`src/rtl/owire_triplet.sv`:
```
module owire_triplet (
  input  logic       clk,
  input  logic       rst_n,
  input  logic       start_i,
  input  logic       pref_dir_i,
  output logic       slot_req_o,
  output logic       slot_bit_o,
  input  logic       slot_done_i,
  input  logic       slot_sample_i,
  output logic [2:0] result_o,
  output logic       done_o
);

  typedef enum logic [1:0] {S_IDLE, S_ID, S_CMP, S_WR} st_t;

  st_t  state;
  logic id_q, cmp_q, pref_q, dir_q;

  assign slot_req_o = (state != S_IDLE);
  assign slot_bit_o = (state == S_WR) ? dir_q : 1'b1;

  always_ff @(posedge clk) begin
    if (!rst_n) begin
      state    <= S_IDLE;
      id_q     <= 1'b0;
      cmp_q    <= 1'b0;
      pref_q   <= 1'b0;
      dir_q    <= 1'b0;
      result_o <= 3'd0;
      done_o   <= 1'b0;
    end else begin
      done_o <= 1'b0;
      case (state)
        S_IDLE: if (start_i) begin
          pref_q <= pref_dir_i;
          state  <= S_ID;
        end
        S_ID: if (slot_done_i) begin
          id_q  <= slot_sample_i;
          state <= S_CMP;
        end
        S_CMP: if (slot_done_i) begin
          cmp_q <= slot_sample_i;
          dir_q <= (id_q ^ slot_sample_i) ? id_q : pref_q;
          state <= S_WR;
        end
        default: if (slot_done_i) begin
          result_o <= (id_q & cmp_q) ? 3'd3 : {dir_q, cmp_q, id_q};
          done_o   <= 1'b1;
          state    <= S_IDLE;
        end
      endcase
    end
  end

  logic [2:0] n_slots;
  always_ff @(posedge clk) begin
    if (!rst_n)                          n_slots <= 3'd0;
    else if (state == S_IDLE && start_i) n_slots <= 3'd0;
    else if (slot_req_o && slot_done_i)  n_slots <= n_slots + 3'd1;
  end

  assert_first_read_R2: assert property (@(posedge clk) disable iff (!rst_n)
    $rose(slot_req_o) |-> slot_bit_o);
  assert_slot_hold_R2: assert property (@(posedge clk) disable iff (!rst_n)
    (slot_req_o && !slot_done_i) |=> (slot_req_o && $stable(slot_bit_o)));
  assert_code_legal_R3: assert property (@(posedge clk) disable iff (!rst_n)
    done_o |-> (result_o == 3'd0 || result_o == 3'd2 || result_o == 3'd3 ||
                result_o == 3'd4 || result_o == 3'd5));
  assert_dir_written_R6: assert property (@(posedge clk) disable iff (!rst_n)
    (done_o && result_o != 3'd3) |-> ($past(slot_bit_o) == result_o[2]));
  assert_done_pulse_R7: assert property (@(posedge clk) disable iff (!rst_n)
    done_o |=> !done_o);
  assert_three_slots_R7: assert property (@(posedge clk) disable iff (!rst_n)
    done_o |-> (n_slots == 3'd3 && !slot_req_o));
  assert_busy_ignore_R8: assert property (@(posedge clk) disable iff (!rst_n)
    (slot_req_o && start_i) |=> (n_slots >= $past(n_slots)));

endmodule

```
`config.mk`:
```
export PLATFORM = sky130hd
export DESIGN_NAME = owire_triplet
export DESIGN_NICKNAME = d
export VERILOG_FILES = /design/src/rtl/owire_triplet.sv
export SDC_FILE = /design/constraint.sdc
export NUM_CORES = 1
export LEC_CHECK = 0
export ABC_AREA = 1
export BUFFER_PORTS_ARGS = -buffer_cell sky130_fd_sc_hd__buf_2
export CAP_MARGIN = 30
export CORE_AREA = 3 3 40 42
export DETAILED_ROUTE_END_ITERATION = 10
export DIE_AREA = 0 0 43 45
export PLACE_DENSITY = 0.6
export REMOVE_ABC_BUFFERS = 1
export SETUP_SLACK_MARGIN = 0.15
export SYNTH_ARGS = -nofsm -noshare
export SYNTH_HDL_FRONTEND = slang
export SYNTH_SLANG_ARGS = --single-unit
```
`constraint.sdc`:
```
create_clock -name clk -period 1.3 [get_ports clk]
set_clock_uncertainty 0.2 [all_clocks]
set_input_delay 0.065 -clock clk [delete_from_list [all_inputs] [get_ports clk]]
set_output_delay 0.065 -clock clk [all_outputs]
set_load 0.01 [all_outputs]
```
* Yosys cells after proc, flatten, opt, wreduce, memory -nomap -nowiden
Index checks and enable logic that the tools add are counted.
** Storage, ports and cells
- Word-level logic and storage cells :: 36
- Memories kept :: 0
- Memory bits (read-only) :: 0
- Latch bits :: 0
- Bits in writable memories :: 0
- Output and inout bits :: 6
- Bits in registers :: 10
** Cells by class
- Reductions and logical operators :: 10
- Divide/modulo/power cells :: 0
- Eq/ne operators :: 6
- Bitwise gates (word level) :: 4
- $add $sub $neg :: 0
- Muxes and demuxes :: 9
- $lt $le $gt $ge :: 0
- Shift-type cells :: 0
- $mul :: 0
** Operators with widths (number)
- 2-bit two-way mux :: 4
- 2-bit AND reduction :: 4
- 2-bit != test, second input constant :: 3
- 2-bit case mux with 3 select lines :: 1
- 2-bit equality test, second input constant :: 2
- 4-bit AND reduction :: 1
- 2-bit nonzero test :: 2
- 4-bit OR reduction :: 1
- 1-bit two-way mux :: 3
- 3-bit two-way mux :: 1
- 3-bit OR reduction :: 1
- 2-bit by 1-bit equality test with 1-bit output, second input constant :: 1
- 2-bit zero test :: 1
- 1-bit NOT :: 2
- 1-bit AND :: 1
- 1-bit XOR :: 1

* Longest topological paths before layout
- Word-level depth :: 4
- Depth in mapped cells :: 8
- Gate-level depth less buffers :: 8

* Least setup slack after synthesis
No wires, ideal clock.
- Path kind :: reg2reg
- Start point :: register state[0]
- End point :: register state[1]
- Slack :: -0.089 ns
- Required time :: 0.987 ns
- Setup time :: 0.113 ns
- Buffers on the path :: 0
- Arrival time :: 1.076 ns
- Stages on the path, launching flop included :: 9
- Cell sequence :: dfxtp_1 inv_1 ha_1 inv_1 nand2_1 nand2_1 nor2_2 nor2_1 nor2_1
** On the way
- Word-level cells in the longest chain between the ends :: 3
- Elaborated cells between the ends (all ways) :: 9
** Ends and longest elaborated chain
- from (decl) :: line 16 : st_t state;
- from (signal assigned) :: line 24 : state <= S_IDLE;
- from (signal assigned) :: line 36 : state <= S_ID;
- from (signal assigned) :: line 40 : state <= S_CMP;
- 2-bit by 1-bit equality test with 1-bit output, or another cell as far along :: line 33 : case (state)
- 2-bit != test (no source line) / 2-bit nonzero test (equally long branches)
- 4-bit AND reduction (no source line)
Parallel ways exist; a longest one is shown, timed or not.
A chain may end at the register's enable or synchronous reset.

* Worst setup path in the final report
- Start point :: register state[0]
- End point :: output port slot_bit_o
** On the way
- Word-level cells in the longest chain between the ends :: 2
** Ends and longest elaborated chain
- 2-bit equality test :: line 20 : assign slot_bit_o = (state == S_WR) ? dir_q : 1'b1;
- 1-bit two-way mux :: line 20
- to (decl) :: line 7 : output logic slot_bit_o,
Every way passes these cells.

==> impl_metrics.yaml <==
status:
  run_status: "finished with violations"
  violations: "negative setup slack"
placement:
  portBuffers: 11
  place_ws_ns: -0.0957
  place_area_um2: 598
  gp_congestion: 0.766
  hpwl_um: 812
sta:
  setup-violations-final: 1
  slew_violations: 0
  finalCritPeriodShare: 1.01
  finalWorstSetupSlack_ns: -0.00768
  tightest_slew_ns: 0.209
  fmax_ghz: 0.765
  tns_ns: -0.00768
  slew-limit-headroom: 0.860
  rsz0062_at_grt: "true"
  finalHoldViolations: 0
  holdWs_ns: 0.0321
  final.min_clock_period_ns: 1.31
floorplanning:
  die_width_um: 43
  die_area_mm2: 0.00194
  ioPinCount: 12
  rows: 13
  die_y_um: 45
  start_util: 0.399
  coreArea_mm2: 0.00128
worst_setup_path:
  crit_buf_inv: 2
  critPathSlowestCell: "dfxtp_2"
  cp_num_cells: 4
  path_cells: "buf_6 -> ha_4 -> nand2_1 -> buf_2"
  reg2reg_depth: 7
  critPathKind: "reg -> out"
  critical_path_peak_fanout: 3
  cp_data_required_time_ns: 1.03
  arrival_ns: 1.04
  cp-startpoint: "state[0]$_SDFFE_PN0P_"
  crit_end: "slot_bit_o"
  start_kind: "flop"
  end_kind: "output port"
  reg2reg_from: "state[1]$_SDFFE_PN0P_"
  crit_path_max_incr_delay_ns: 0.34
  cp_top_family: "flip-flops"
  rr_endpoint: "state[1]$_SDFFE_PN0P_"
  reg2reg_slack_ns: 0.03
cts:
  cts_inserted_buffers: 3
  htreeDepth: 1
  clk_pin_slew_ns: 0.07
  cts_tree: "built"
  insertion_delay_ns: 0.27
  clkSinkCount: 10
  root_buffer: "clkbuf_4"
  ctsLongestPathBuffers: 2
synth:
  synth_area_per_cell_um2: 7.12
  syn_inst: 72
  netlist_area_um2: 513
  yosysSeqAreaShare: 0.390
  ys_warn_count: 0
  synth.distinct_cells: 13
  ys_ff_latch: 10
layout:
  nNetsFinal: 113
  finalInstanceArea_um2: 817
  area_growth_pct: 59.3
  mostFrequentLayoutCells: "nand2_1 (13), buf_2 (10), nor2_1 (8), dfxtp_1 (8), dlygate4sd3_1 (7)"
  num_antenna_cells: 0
  final_common_cell: "nand2_1"
  drive_gt1_frac: 0.396
routing:
  wl_per_cell_um: 10.8
  ant_nets: 0
  viasPerCell: 4.63
  drcViolationCount: 0
  vias: 537
  first_pass_iters: 4
  drtIter0Drc: 9
  wl_um: 1250
global_routing:
  grt_max_degree: 9
  gr-total-overflow: 0
  grt_first_pass_wirelength_um: 1990
  antenna_found_initial: 0
  grt_pass1_vias: 469
  grt_usage: 0.151
worst_hold_path:
  min_path_type: "in -> reg"
power:
  ir_drop_mv: 0.879
  powerDensity_mw_per_mm2: 1770
  power_leakage_nw: 0.384
  finalPower_mw: 1.44
job:
  drv_cap: 0
[per-layer routing]
metal	part of all wire	vias up	routed length, µm	GRT usage
li1	-	285	-	-
met1	0.44	235	548	0.157
met2	0.50	13	624	0.249
met3	0.038	4	47	0.0478
met4	0.023	0	29	0.127
met5	0	-	0	0
[logic make-up (layout without fill, tap and decap cells)]
group	count (synthesis)	after routing	synth area share
flops	10	10	0.390
fa+ha+maj	5	5	0.122
buf+inv	12	41	0.102
simple gates	32	32	0.259
compound gates	13	13	0.127
[cell usage after synthesis]
cell type  number  area share
ha_1            5        0.12
nand3_1         5       0.049
inv_2           1      0.0073
buf_6           1       0.022
dfxtp_1        10        0.39
nor2_2          1       0.012
nand2_2         1       0.012
o21ai_0         6       0.059
inv_1          10       0.073
nand2_1        16        0.12
nor3_1          1      0.0097
nor2_1          8       0.059
a21oi_1         7       0.068
[sequential cells by signal, indices dropped and copies added (netlist names)]
name / cells
done_o: 1
id_q: 1
pref_q: 1
result_o: 3
state: 2
cmp_q: 1
dir_q: 1
[where the power goes]
group          internal, mW  total (mW)  switching (mW)
Combinational         0.376       0.736           0.360
Clock                 0.170       0.290           0.120
Sequential            0.371       0.416          0.0444
Total                 0.918        1.44           0.524
[final cells by class]
type | instances | area (µm²)
multi-input cells | 50 | 317
inverters | 11 | 43.8
repair buffers | 26 | 199
flip-flops and latches | 10 | 203
well taps | 15 | 18.8
clock buffers | 4 | 36.3
fillers | 116 | 468
[timing repair]
item,CTS,global route
hold buffers,4,3
hold endpoints to repair,10,5
pin swaps,3,2
gates resized for setup,19,8
buffers inserted,4,1
setup endpoints to repair,12,12
[worst reg2reg max path, cell delays in order, from the launching register on]
cell,delay (ns)
dfxtp_2,0.34
buf_6,0.12
ha_2,0.19
nand2_2,0.07
nand2_2,0.06
nor2_2,0.11
nor2_1,0.05
nor2_1,0.08
[how the worst min path moves through the flow]
stage	startpoint	to	cells after the start
2_1_floorplan	rst_n	state[1]$_SDFFE_PN0P_	2
3_3_place_gp	pref_dir_i	pref_q$_SDFFE_PN0P_	3
3_5_place_dp	pref_dir_i	pref_q$_SDFFE_PN0P_	3
4_1_cts	slot_done_i	done_o$_SDFF_PP0_	3
5_1_grt	slot_done_i	state[1]$_SDFFE_PN0P_	6
6_report	slot_done_i	state[1]$_SDFFE_PN0P_	6
[metrics by stage]
stage | instances | utilization
2_1_floorplan | 71 | -
3_3_place_gp | 100 | 0.465
3_5_place_dp | 100 | 0.465
4_1_cts | 112 | 0.590
5_1_grt | 116 | 0.636
6_report | 116 | 0.636
Note: power is estimated with default switching activity, not from simulation.
